**src/rtl/dma_ctrl_pkg.sv**
```systemverilog
package dma_ctrl_pkg;

  typedef enum logic [2:0] {
    OFS_CMD     = 3'd0,
    OFS_SWREQ   = 3'd1,
    OFS_MASK1   = 3'd2,
    OFS_MODE    = 3'd3,
    OFS_PTRCLR  = 3'd4,
    OFS_MCLR    = 3'd5,
    OFS_UNMASK  = 3'd6,
    OFS_MASKALL = 3'd7
  } ofs_e;

  // Only this command bit may be set in an accepted command word.
  localparam int CMD_OK_BIT = 2;

  typedef struct packed {
    logic cmd;
    logic swreq;
    logic mask1;
    logic mode;
    logic ptrclr;
    logic mclr;
    logic unmask;
    logic maskall;
  } wr_sel_t;

endpackage

```
**src/rtl/dma_ctrl_decode.sv**
```systemverilog
module dma_ctrl_decode
  import dma_ctrl_pkg::*;
#(
  parameter int DW = 8
) (
  input  logic          wr,
  input  logic [2:0]    addr,
  input  logic [DW-1:0] wdata,
  output wr_sel_t       sel
);
  logic [DW-1:0] bad_bits;

  always_comb begin
    bad_bits             = wdata;
    bad_bits[CMD_OK_BIT] = 1'b0;
  end

  always_comb begin
    sel         = '0;
    sel.cmd     = wr && (addr == OFS_CMD) && (bad_bits == '0);
    sel.swreq   = wr && (addr == OFS_SWREQ);
    sel.mask1   = wr && (addr == OFS_MASK1);
    sel.mode    = wr && (addr == OFS_MODE);
    sel.ptrclr  = wr && (addr == OFS_PTRCLR);
    sel.mclr    = wr && (addr == OFS_MCLR);
    sel.unmask  = wr && (addr == OFS_UNMASK);
    sel.maskall = wr && (addr == OFS_MASKALL);
  end
endmodule

```
**src/rtl/dma_ctrl_status.sv**
```systemverilog
module dma_ctrl_status #(
  parameter int NCH  = 4,
  parameter int CH_W = 2
) (
  input  logic            clk,
  input  logic            rst,
  input  logic            mclr,
  input  logic            swreq,
  input  logic [CH_W-1:0] sw_ch,
  input  logic            sw_set,
  input  logic            rd_clr,
  input  logic [NCH-1:0]  tc_set,
  input  logic [NCH-1:0]  hold,
  input  logic [NCH-1:0]  release_i,
  output logic [NCH-1:0]  tc_q,
  output logic [NCH-1:0]  req_q
);
  logic [NCH-1:0] tc_n, req_n;

  // Later statements take precedence: read-clear, software request,
  // external release, external hold, terminal-count set.
  always_comb begin
    tc_n  = tc_q;
    req_n = req_q;
    if (rd_clr) tc_n = '0;
    if (swreq) begin
      tc_n[sw_ch]  = 1'b0;
      req_n[sw_ch] = sw_set;
    end
    req_n = (req_n & ~release_i) | hold;
    tc_n  = tc_n | tc_set;
  end

  always_ff @(posedge clk) begin
    if (rst || mclr) begin
      tc_q  <= '0;
      req_q <= '0;
    end else begin
      tc_q  <= tc_n;
      req_q <= req_n;
    end
  end
endmodule

```
**src/rtl/dma_ctrl_cfg.sv**
```systemverilog
module dma_ctrl_cfg #(
  parameter int NCH  = 4,
  parameter int DW   = 8,
  parameter int CH_W = 2
) (
  input  logic              clk,
  input  logic              rst,
  input  logic              mclr,
  input  logic              mask1_we,
  input  logic              unmask_we,
  input  logic              maskall_we,
  input  logic              mode_we,
  input  logic [DW-1:0]     wdata,
  output logic [NCH-1:0]    mask_q,
  output logic [NCH*DW-1:0] mode_flat
);
  logic [CH_W-1:0] ch;
  assign ch = wdata[CH_W-1:0];

  always_ff @(posedge clk) begin
    if (rst || mclr)    mask_q     <= '1;
    else if (unmask_we) mask_q     <= '0;
    else if (maskall_we) mask_q    <= wdata[NCH-1:0];
    else if (mask1_we)  mask_q[ch] <= wdata[2];
  end

  for (genvar g = 0; g < NCH; g++) begin : g_mode
    logic [DW-1:0] mode_q;
    always_ff @(posedge clk) begin
      if (rst)                                 mode_q <= '0;
      else if (mode_we && (ch == CH_W'(g)))    mode_q <= wdata;
    end
    assign mode_flat[g*DW +: DW] = mode_q;
  end
endmodule

```
**src/rtl/dma_ctrl_regs.sv**
```systemverilog
module dma_ctrl_regs
  import dma_ctrl_pkg::*;
#(
  parameter int NCH = 4,
  parameter int DW  = 8
) (
  input  logic              clk,
  input  logic              rst,
  input  logic [2:0]        cpu_addr,
  input  logic [DW-1:0]     cpu_wdata,
  input  logic              cpu_wr,
  input  logic              cpu_rd,
  input  logic [NCH-1:0]    tc_set,
  input  logic [NCH-1:0]    req_hold,
  input  logic [NCH-1:0]    req_release,
  output logic [DW-1:0]     cpu_rdata,
  output logic [DW-1:0]     cmd_o,
  output logic [NCH-1:0]    mask_o,
  output logic [NCH*DW-1:0] mode_o,
  output logic [NCH-1:0]    req_o,
  output logic              ptr_clr
);
  localparam int CH_W = (NCH > 1) ? $clog2(NCH) : 1;
  localparam int SW   = 2 * NCH;

  wr_sel_t        sel;
  logic [NCH-1:0] tc_q;
  logic [SW-1:0]  stat_q;
  logic           rd_stat;

  dma_ctrl_decode #(.DW(DW)) u_dec (
    .wr(cpu_wr), .addr(cpu_addr), .wdata(cpu_wdata), .sel(sel)
  );

  assign rd_stat = cpu_rd && (cpu_addr == OFS_CMD);

  dma_ctrl_status #(.NCH(NCH), .CH_W(CH_W)) u_stat (
    .clk(clk), .rst(rst), .mclr(sel.mclr),
    .swreq(sel.swreq), .sw_ch(cpu_wdata[CH_W-1:0]), .sw_set(cpu_wdata[2]),
    .rd_clr(rd_stat), .tc_set(tc_set), .hold(req_hold),
    .release_i(req_release), .tc_q(tc_q), .req_q(req_o)
  );

  assign stat_q = {req_o, tc_q};

  dma_ctrl_cfg #(.NCH(NCH), .DW(DW), .CH_W(CH_W)) u_cfg (
    .clk(clk), .rst(rst), .mclr(sel.mclr),
    .mask1_we(sel.mask1), .unmask_we(sel.unmask), .maskall_we(sel.maskall),
    .mode_we(sel.mode), .wdata(cpu_wdata),
    .mask_q(mask_o), .mode_flat(mode_o)
  );

  always_ff @(posedge clk) begin
    if (rst || sel.mclr) cmd_o <= '0;
    else if (sel.cmd)    cmd_o <= cpu_wdata;
  end

  always_ff @(posedge clk) begin
    if (rst) ptr_clr <= 1'b0;
    else     ptr_clr <= sel.ptrclr || sel.mclr;
  end

  always_ff @(posedge clk) begin
    if (rst) cpu_rdata <= '0;
    else if (cpu_rd) begin
      case (cpu_addr)
        OFS_CMD:   cpu_rdata <= DW'(stat_q);
        OFS_SWREQ: cpu_rdata <= DW'(mask_o);
        default:   cpu_rdata <= '0;
      endcase
    end
  end
endmodule

```
**config.mk**
```make
export PLATFORM = sky130hd
export DESIGN_NAME = dma_ctrl_regs
export DESIGN_NICKNAME = d
export VERILOG_FILES = /design/src/rtl/dma_ctrl_pkg.sv /design/src/rtl/dma_ctrl_decode.sv /design/src/rtl/dma_ctrl_status.sv /design/src/rtl/dma_ctrl_cfg.sv /design/src/rtl/dma_ctrl_regs.sv
export SDC_FILE = /design/constraint.sdc
export NUM_CORES = 1
export LEC_CHECK = 0
export ABC_AREA = 1
export ABC_CLOCK_PERIOD_IN_PS = 1880
export BUFFER_PORTS_ARGS = -buffer_cell sky130_fd_sc_hd__buf_2
export CAP_MARGIN = 20
export CORE_ASPECT_RATIO = 1.2
export CORE_MARGIN = 2
export CORE_UTILIZATION = 53
export CTS_CLUSTER_DIAMETER = 50
export DETAILED_ROUTE_END_ITERATION = 6
export HOLD_SLACK_MARGIN = 0.08
export PLACE_DENSITY = 0.93
export SETUP_SLACK_MARGIN = 0.15
export SLEW_MARGIN = 0
export SYNTH_ARGS = -nofsm -noshare
export SYNTH_HDL_FRONTEND = slang
export SYNTH_SLANG_ARGS = --single-unit
```
**constraint.sdc**
```tcl
create_clock -name clk -period 1.88 [get_ports clk]
set_clock_uncertainty 0.05 [all_clocks]
set_input_delay 0.188 -clock clk [delete_from_list [all_inputs] [get_ports clk]]
set_output_delay 0.188 -clock clk [all_outputs]
set_load 0.02 [all_outputs]
```
==> results of run 1 <==
==> worst register-to-register path, stage by stage (launching register included) <==
cell	delay (ns)
dfxtp_1	0.38
o21ai_0	0.10
nand2_1	0.06
nand2_1	0.05
nand2_1	0.08
nand2_1	0.05
a21oi_1	0.11
dlygate4sd3_1	0.55
==> per-stage QoR <==
| stage | instance area [sq um] | cells |
|---|---|---|
| after CTS | 3240 | 496 |
| final | 3240 | 496 |
| after floorplan | 2490 | 337 |
| after detailed placement | 2940 | 470 |
| after global routing | 3240 | 496 |
| after global placement | 2940 | 470 |
==> layout make-up <==
class / instances / share of cell area, %
sequential: 61 / 37.7
multi-input combinational: 234 / 33.4
timing repair buffer: 99 / 17.5
clock buffer: 12 / 4.48
inverter: 30 / 3.63
tap: 58 / 2.24
clock inverter: 2 / 1.08
==> path summary, 6_finish.rpt <==
path                                    end  slack [ns]  depth (start not counted)
setup / recovery            u_stat.req_q[0]        0.38                          7
hold / removal              u_stat.req_q[3]        0.09                          4
setup reg to reg            u_stat.req_q[0]        0.38                          7
hold reg to reg   u_cfg.g_mode[2].mode_q[0]        0.39                          2
==> sequential cells by signal, indices dropped and copies added (netlist names) <==
name / flops
u_cfg.g_mode.mode_q: 32
cmd_o: 8
u_stat.req_q: 4
u_cfg.mask_q: 4
cpu_rdata: 8
ptr_clr: 1
u_stat.tc_q: 4
==> per-layer routing <==
metal  GRT usage, %  up-vias  wire, microns
met2           38.7      138           3030
met4           15.9        0            182
li1               -     1273              -
met3           6.94       21            529
met5              0        -              0
met1           32.6     1202           2810
==> power by group through the flow <==
stage	Clock, W	Sequential [W]	Combinational [W]
final	0.00111	0.00134	0.000272
after global routing	0.00117	0.00134	0.000298
after CTS	0.00111	0.00134	0.000269
after detailed placement	0	0.00137	0.000246
after global placement	0	0.00137	0.000240
after floorplan	0	0.00139	0.000134
==> what timing repair did <==
item | 4_1_cts | 5_1_grt
setup buffers | 0 | 0
hold buffers | 12 | 0
hold endpoints to repair | 9 | 0
resized for setup | 0 | 0
==> cells by family after synthesis <==
kind of cell,share of synthesized area (%)
and+or+nand+nor,32.5
AOI/OAI and AO/OA,10.9
DFF,49.0
buffers and inverters,7.58
==> cells in the final DEF (no fill, tap or decap) <==
cell	netlist	final
a21oi_1	30	30
and3_1	5	5
buf_2	6	83
buf_4	1	4
bufinv_16	0	1
clkbuf_1	3	2
clkbuf_8	0	10
clkinv_2	0	1
dfxtp_1	61	61
dlygate4sd3_1	0	12
inv_1	25	25
inv_2	3	3
inv_4	2	2
nand2_1	82	82
nand2_2	2	2
nand2_4	1	1
nand3_1	39	39
nor2_1	44	44
nor2_2	1	1
nor2_4	2	2
nor2_8	2	2
nor3_1	2	2
nor3b_1	1	1
o211ai_1	3	3
o21ai_0	18	18
o21ai_1	2	2
==> flow_summary.json, run 1 <==
{
  "status": "complete, no violations",
  "rsz0062_at_grt": "no",
  "vias": 2634,
  "cts_sinks": 61,
  "final.setup.tns_ns": 0,
  "synth_edf_count": 0,
  "syn_avg_cell_area_sq_um": 7.40,
  "synth_warnings": 0,
  "fillers": 387,
  "hold_ws_ns": 0.0882,
  "crit_chain": "o21ai_0 -> nand2_1 -> nand2_1 -> nand2_1 -> nand2_1 -> a21oi_1 -> dlygate4sd3_1",
  "clk_pin_slew_ns": 0.06,
  "first_iter_violations": 218,
  "async_flop_share_pct": 0,
  "multi_input_area_sq_um": 1080,
  "p_leak_nw": 1.65,
  "finalSetupViolCount": 0,
  "routed_wl_mm": 6.56,
  "critPathTopFamily": "buffers and inverters",
  "synth.top_cell.area_share_pct": 49.0,
  "fmax_ghz": 0.667,
  "root_buffer": "clkbuf_8",
  "drive_above_1_share_pct": 25.6,
  "netlist_area_sq_um": 2490,
  "final_hold_viol_count": 0,
  "synth_nets": 364,
  "antenna_found_initial": 0,
  "cp_max_fo": 4,
  "grt_pass1_vias": 2296,
  "grt_usage_pct": 25.8,
  "crit_start": "u_stat.req_q[0]",
  "area_growth_pct": 30.0,
  "tightest_slew_ns": 0.367,
  "finalNetCount": 462,
  "crit_required_ns": 2.12,
  "die-area_sq_um": 5270,
  "worstSetupPathType": "reg -> reg",
  "ys_types": 23,
  "final_util_pct": 71.0,
  "grt_overflow": 0,
  "yosysTopAreaCell": "dfxtp_1",
  "power.share.sequential_pct": 49.3,
  "slowest_delay_ns": 0.55,
  "io_pins": 84,
  "post-dp-hpwl_mm": 4.59,
  "start_kind": "flip-flop",
  "worstReg2RegStart": "u_stat.req_q[0]",
  "slew_viol_final": 0,
  "cts_tree": "done",
  "p_clk_share_pct": 40.7,
  "p_sw_share_pct": 24.7,
  "post-synth-top-count-cell": "nand2_1",
  "antenna_left": 0,
  "max_cap_viol_count": 0,
  "numCtsBuffers": 9,
  "combPwrFrac_pct": 10.0,
  "yosys_register_bits": 61,
  "core_area_sq_um": 4560,
  "vias_per_cell": 5.31,
  "grt_pass1_wl_mm": 10.3,
  "grt_max_degree": 26,
  "cp_common_cell": "nand2_1",
  "cts.htree.levels": 3,
  "synth-main-ff-cell": "dfxtp_1",
  "min_period_ns": 1.50,
  "maxSlewHeadroom_pct": 75.3,
  "wl_per_cell_microns": 13.2,
  "numPortBuffers": 83,
  "place.gp.congestion": 0.971,
  "synthCells": 337,
  "max-clock-path-buffers": 2,
  "fin_crit_sh_pct": 79.8,
  "crit_slowest_cell": "dlygate4sd3_1",
  "fin_ws_ns": 0.380,
  "irDropWorstVdd_mv": 0.542,
  "regArea_sq_um": 1220,
  "intPower_w": 0.00205,
  "drc": 0,
  "power_density_nw_per_um2": 841,
  "dr.pass1.iters": 6,
  "clkLatencyLatePin_ns": 0.34,
  "p_total_w": 0.00272,
  "path_buf_inv": 1,
  "rows": 27,
  "yosys-top-cells-count": "nand2_1 (82), dfxtp_1 (61), nor2_1 (44), nand3_1 (39), a21oi_1 (30)",
  "diodes": 0,
  "die_x_microns": 66.6,
  "switchingPower_w": 0.000672,
  "hp-class": "in -> reg",
  "start_util_pct": 54.7,
  "seq_area_frac_synth_pct": 49.0,
  "dieHeight_microns": 79.1,
  "post-place-ws_ns": 0.417,
  "endpoint_kind": "flip-flop",
  "hold_start": "req_release[3]",
  "cp.arrival_ns": 1.74,
  "synth_area_leaders": "dfxtp_1 (49%), nand2_1 (12%), nand3_1 (7.8%), nor2_1 (6.6%), a21oi_1 (6.0%)"
}
(Power assumes the default switching activity.)
==> run 2, diff against run 1 <==
- ABC_AREA: 1 -> 0
- ABC_CLOCK_PERIOD_IN_PS: 1880 -> 1240
- CORE_UTILIZATION: 53 -> 44
- PLACE_DENSITY: 0.93 -> 0.83
- clock period: 1.88 -> 1.24 ns (I/O delays scaled with it)
==> run 2 against run 1 <==
Against the previous run:
- setup slack worse by 0.18 ns
- synthesized cell count is 26% lower
- die area grew 16%
- sequential share of layout area shrank 2.7 points
- total power rose by 48%
- cell count fell by 11%
- first-iteration DRC count shrank 41%
==> flow_summary.json, run 2 <==
{
  "post-synth-top-count-cell": "dfxtp_1",
  "die_x_microns": 71.7,
  "yosys_register_bits": 61,
  "grt_usage_pct": 24.0,
  "hp-class": "in -> reg",
  "maxSlewHeadroom_pct": 71.9,
  "largest_reg_flops": 32,
  "dieHeight_microns": 85.2,
  "max_cap_viol_count": 0,
  "worstSetupPathType": "reg -> out",
  "cts.htree.levels": 3,
  "min_period_ns": 1.05,
  "crit_slowest_cell": "dfxtp_1",
  "r2r-end": "cpu_rdata[2]",
  "p_sw_share_pct": 24.5,
  "cts_tree": "done",
  "grt_pass1_vias": 2344,
  "seq_area_frac_synth_pct": 50.5,
  "netlist_area_sq_um": 2420,
  "layout_commonest_cell": "buf_2",
  "start_kind": "flip-flop",
  "cp.arrival_ns": 0.87,
  "async_flop_share_pct": 0,
  "vias_per_cell": 5.16,
  "routed_wl_mm": 6.80,
  "critPathTopFamily": "flip-flops",
  "core_area_sq_um": 5300,
  "final_hold_viol_count": 0,
  "top_register": "u_cfg.g_mode.mode_q",
  "ys_types": 39,
  "die-area_sq_um": 6110,
  "combPwrFrac_pct": 12.0,
  "post-dp-hpwl_mm": 4.63,
  "crit_required_ns": 1.07,
  "fin_crit_sh_pct": 84.3,
  "antenna_found_initial": 0,
  "p_leak_nw": 1.67,
  "path_buf_inv": 1,
  "rows": 29,
  "first_iter_violations": 128,
  "drc": 0,
  "hold_ws_ns": 0.104,
  "finalNetCount": 403,
  "syn_avg_cell_area_sq_um": 9.64,
  "fillers": 413,
  "p_clk_share_pct": 37.6,
  "irDropWorstVdd_mv": 0.986,
  "place.gp.congestion": 0.864,
  "io_pins": 84,
  "numCtsBuffers": 9,
  "synth_area_leaders": "dfxtp_1 (50%), mux2i_1 (11%), nor2_1 (6.8%), nand2b_1 (3.1%), a31oi_1 (2.3%)",
  "reg_top3": "u_cfg.g_mode.mode_q x32, cmd_o x8, cpu_rdata x8",
  "max-clock-path-buffers": 2,
  "crit_chain": "buf_4",
  "synth_nets": 278,
  "synthCells": 251,
  "worstReg2RegStart": "u_cfg.mask_q[2]",
  "synth_edf_count": 0,
  "endpoint": "req_o[1]",
  "ff2ff_setup_slack_ns": 0.27,
  "dr.pass1.iters": 4,
  "slew_viol_final": 0,
  "intPower_w": 0.00304,
  "finalSetupViolCount": 0,
  "crit_start": "u_stat.req_q[1]",
  "final_cell_mix": "buf_2 (77), dfxtp_1 (60), nor2_1 (44), buf_4 (35), mux2i_1 (26)",
  "synth-main-ff-cell": "dfxtp_1",
  "yosysTopAreaCell": "dfxtp_1",
  "grt_overflow": 0,
  "final_util_pct": 65.9,
  "clk_pin_slew_ns": 0.06,
  "drive_above_1_share_pct": 38.5,
  "power_density_nw_per_um2": 1150,
  "vias": 2280,
  "status": "complete, no violations",
  "cp_max_fo": 3,
  "yosys-top-cells-count": "dfxtp_1 (61), nor2_1 (44), mux2i_1 (26), nand2b_1 (12)",
  "cp_num_cells": 1,
  "rsz0062_at_grt": "yes",
  "fmax_ghz": 0.957,
  "start_util_pct": 45.7,
  "endpoint_kind": "output port",
  "switchingPower_w": 0.000985,
  "root_buffer": "clkbuf_8",
  "synth.top_cell.area_share_pct": 50.5,
  "power.share.sequential_pct": 50.4,
  "clkLatencyLatePin_ns": 0.33,
  "tightest_slew_ns": 0.421,
  "synth_warnings": 0,
  "grt_max_degree": 42,
  "antenna_left": 0,
  "numPortBuffers": 83,
  "hold_start": "cpu_wdata[3]",
  "slowest_delay_ns": 0.38,
  "grt_pass1_wl_mm": 11.2,
  "cts_sinks": 61,
  "area_growth_pct": 44.2,
  "r2r_cells": 3,
  "wl_per_cell_microns": 15.4
}
==> run 2: cell count changes after synthesis, sizes merged, moves of 6 or more <==
cell,before,now
nand2,85,8
nand3,39,10
mux2i,0,26
inv,30,6
a21oi,30,10
o21ai,20,0
nand2b,0,12
a31oi,0,9
and2,0,7
o21bai,0,6
==> run 2: worst min-delay path by stage <==
stage                           endpoint  slack, ns  depth (start not counted)
4_1_cts        u_cfg.g_mode[2].mode_q[3]       0.09                          3
3_3_place_gp             u_stat.req_q[1]       0.27                          2
5_1_grt        u_cfg.g_mode[0].mode_q[3]       0.11                          3
6_report       u_cfg.g_mode[2].mode_q[3]       0.10                          3
2_1_floorplan            u_stat.req_q[3]       0.16                          1
3_5_place_dp             u_stat.req_q[1]       0.27                          2
==> run 2: power groups by stage <==
stage / combinational, W / clock, W / sequential [W]
floorplan: 0.000210 / 0 / 0.00210
global placement: 0.000415 / 0 / 0.00207
detailed placement: 0.000424 / 0 / 0.00207
CTS: 0.000464 / 0.00153 / 0.00202
global route: 0.000522 / 0.00162 / 0.00203
finish: 0.000482 / 0.00151 / 0.00203
==> run 2: per-layer routing <==
layer | wire length [microns] | vias up | track usage, %
li1 | - | 1114 | -
met1 | 2770 | 1071 | 29.1
met2 | 3530 | 81 | 38.9
met3 | 357 | 14 | 6.18
met4 | 150 | 0 | 12.9
met5 | 0 | - | 0
==> run 2: what timing repair did <==
item                                   CTS  global route
buffers inserted                         0             0
hold buffers                            15             0
setup endpoints to repair                7            14
gates resized for setup                  1            10
pin swaps                                0             1
endpoints found under the hold margin   17             0
==> run 2: cell type report <==
class	count	area, sq um	area share [%]
sequential	61	1220	35.0
inverter	6	22.5	0.645
clock buffer	12	155	4.45
clock inverter	2	10.0	0.287
tap	62	77.6	2.22
antenna	1	2.50	0.0717
timing repair buffer	130	858	24.6
multi-input combinational	168	1140	32.7
==> run 2: per-stage QoR <==
stage | worst slack, ns | power (W) | std cells | cell area, sq um | TNS [ns]
after floorplan | 0.0103 | 0.00231 | 251 | 2480 | 0
after global placement | -0.146 | 0.00248 | 412 | 3140 | -2.11
after detailed placement | -0.221 | 0.00249 | 412 | 3140 | -3.41
after CTS | 0.159 | 0.00402 | 441 | 3450 | 0
after global routing | 0.131 | 0.00417 | 441 | 3490 | 0
final | 0.195 | 0.00402 | 442 | 3490 | 0
==> run 2: cells by family after synthesis <==
family | after synthesis | synth area share, %
mux | 30 | 12.6
compound gates | 37 | 10.7
flops | 61 | 50.5
buf+inv | 22 | 4.03
simple gates | 101 | 22.2
==> run 3, diff against run 2 <==
- ABC_AREA: 0 -> 1
- ABC_CLOCK_PERIOD_IN_PS: 1240 -> 1000
- CORE_UTILIZATION: 44 -> 50
- PLACE_DENSITY: 0.83 -> 0.88
- clock period: 1.24 -> 1 ns (I/O delays scaled with it)
==> run 3 against run 2 <==
Against the previous run:
- the flow now finishes with violations (negative setup slack)
- cell count grew 26%
- setup slack worse by 0.38 ns
- hold slack worse by 0.024 ns
- clock power grew 83%
- count of clock-buffer cells in the layout is the same
- critical path depth increased by 6
- register-to-register slack got worse by 0.34 ns
- combinational power is 99% higher
- cell area grew 32%
==> flow_summary.json, run 3 (synthesized netlist as in run 1, its figures left out) <==
{
  "rsz0062_at_grt": "yes",
  "regArea_sq_um": 1300,
  "crit_required_ns": 1.24,
  "post-dp-hpwl_mm": 4.90,
  "r2r_cells": 7,
  "fillers": 146,
  "min_delay_worst_endpoint": "cpu_rdata[2]",
  "start_util_pct": 51.2,
  "maxSlewHeadroom_pct": 73.8,
  "hold_ws_ns": 0.0802,
  "cts_tree": "done",
  "max_cap_viol_count": 0,
  "final_cell_mix": "buf_6 (68), nand2_1 (60), dfxtp_2 (54), buf_4 (49), nand3_1 (33)",
  "numCtsBuffers": 9,
  "holdPathStages": 3,
  "multi_input_area_sq_um": 1380,
  "hp-class": "in -> reg",
  "cp_common_cell": "nand3_1",
  "crit_slowest_cell": "o21ai_0",
  "p_leak_nw": 2.13,
  "antenna_left": 0,
  "endpoint_kind": "flip-flop",
  "cts.htree.levels": 3,
  "grt_overflow": 0,
  "hold_buffers": 14,
  "io_pins": 84,
  "design_area_sq_um": 4590,
  "clkLatencyLatePin_ns": 0.36,
  "top_register": "u_cfg.g_mode.mode_q",
  "dr.pass1.iters": 6,
  "hold_start": "cpu_rd",
  "drive_above_1_share_pct": 59.3,
  "core_area_sq_um": 4870,
  "final-instance-count-excl-fill": 559,
  "final_hold_viol_count": 0,
  "crit_chain": "buf_4 -> inv_1 -> nor2_1 -> nand2_2 -> o21ai_0 -> nand3_1 -> nand3_1",
  "finalNetCount": 521,
  "violations": "negative setup slack",
  "first_iter_violations": 459,
  "die-area_sq_um": 5570,
  "root_buffer": "clkbuf_8",
  "clk_pin_slew_ns": 0.08,
  "worstReg2RegStart": "u_stat.req_q[2]",
  "grt_max_degree": 26,
  "start_kind": "input pin",
  "max-clock-path-buffers": 2,
  "rows": 28,
  "routed_wl_mm": 12.6,
  "largest_reg_flops": 32,
  "wl_per_cell_microns": 22.5,
  "dp_cells": 494,
  "grt_pass1_wl_mm": 14.0,
  "fin_ws_ns": -0.185,
  "tightest_slew_ns": 0.389,
  "min_period_ns": 1.19,
  "fmax_ghz": 0.844,
  "slew_viol_final": 0,
  "drc": 0,
  "slowest_delay_ns": 0.36,
  "place.gp.congestion": 0.940,
  "critPathTopFamily": "simple AND/OR/NAND/NOR gates",
  "dieHeight_microns": 81.3,
  "reg_top3": "u_cfg.g_mode.mode_q x32, cmd_o x8, cpu_rdata x8",
  "worstSetupPathType": "in -> reg",
  "r2r-end": "u_stat.req_q[2]",
  "cp.arrival_ns": 1.43,
  "place_area_sq_um": 3200,
  "layout_commonest_cell": "buf_6",
  "area_growth_pct": 84.2,
  "status": "finished, violations left",
  "die_x_microns": 68.5,
  "path_buf_inv": 2,
  "finalSetupViolCount": 10,
  "cts_sinks": 61,
  "grt_usage_pct": 34.8,
  "power_density_nw_per_um2": 1370,
  "cp_max_fo": 6,
  "vias_per_cell": 6.15,
  "vias": 3440,
  "numPortBuffers": 83,
  "post-place-ws_ns": -0.236,
  "ff2ff_setup_slack_ns": -0.07,
  "final.setup.tns_ns": -0.463,
  "irDropWorstVdd_mv": 1.40,
  "diodes": 0,
  "fin_crit_sh_pct": 119,
  "grt_pass1_vias": 2954,
  "antenna_found_initial": 0
}
[run 3: cell types whose count changed in the layout (fill, tap and decap cells not counted), moves of 14 or more]
cell	delta
buf_2	-54
buf_4	+14
buf_6	+68
dfxtp_1	-56
dfxtp_2	+53
mux2i_1	-26
nand2_1	+52
nand2_2	+18
nand3_1	+23
nor2_1	-17
[run 3: how the worst max path moves through the flow]
stage | from | to | slack (ns) | cells past startpoint
CTS | u_stat.req_q[3] | req_o[3] | 0.008 | 1
floorplan | cpu_addr[2] | u_cfg.g_mode[1].mode_q[2] | 0.04 | 8
global placement | cpu_addr[0] | u_stat.tc_q[1] | -0.19 | 6
detailed placement | cpu_addr[2] | u_cfg.mask_q[1] | -0.24 | 6
finish | cpu_wr | u_cfg.mask_q[2] | -0.19 | 7
global route | cpu_wr | u_cfg.mask_q[2] | -0.18 | 7
[run 3: where the power goes]
part,internal [W],leakage [nW],switching [W],total (W)
registers,0.00249,0.520,0.0000543,0.00254
clock network,0.00172,0.121,0.00105,0.00277
logic,0.000410,1.49,0.000550,0.000960
total,0.00462,2.13,0.00165,0.00627
[run 3: cell type report]
class / instances / area share (%)
Inverter: 30 / 3.19
Tap cell: 60 / 1.64
Multi-Input combinational cell: 235 / 30.1
Clock buffer: 12 / 3.16
Timing Repair Buffer: 157 / 31.6
Sequential cell: 61 / 28.3
Clock inverter: 4 / 2.07
[run 3: per-layer routing]
| metal | vias to the layer above | part of all wire [%] | track usage [%] | wire [microns] |
|---|---|---|---|---|
| met5 | - | 0 | 0 | 0 |
| met4 | 0 | 9.9 | 19.0 | 1250 |
| met3 | 133 | 10 | 11.1 | 1260 |
| met2 | 327 | 48 | 58.5 | 6090 |
| met1 | 1575 | 32 | 37.9 | 4000 |
| li1 | 1405 | - | - | - |
[run 3: repair_timing]
| item | 4_1_cts | 5_1_grt |
|---|---|---|
| endpoints found under the hold margin | 19 | 1 |
| gates resized for setup | 168 | 99 |
| buffers inserted | 16 | 17 |
| cloned | 0 | 2 |
| setup endpoints to repair | 63 | 105 |
| pin swaps | 0 | 41 |
[run 3: through the flow]
stage	util, %	power [W]
after floorplan	-	0.00291
final	94.3	0.00627
after global placement	65.6	0.00313
after CTS	84.7	0.00593
after detailed placement	65.6	0.00315
after global routing	94.3	0.00640
[run 3: tightest hold or removal path, cell delays in order]
cell     delay [ns]
buf_2          0.19
nand2_2        0.11
a21oi_2        0.05
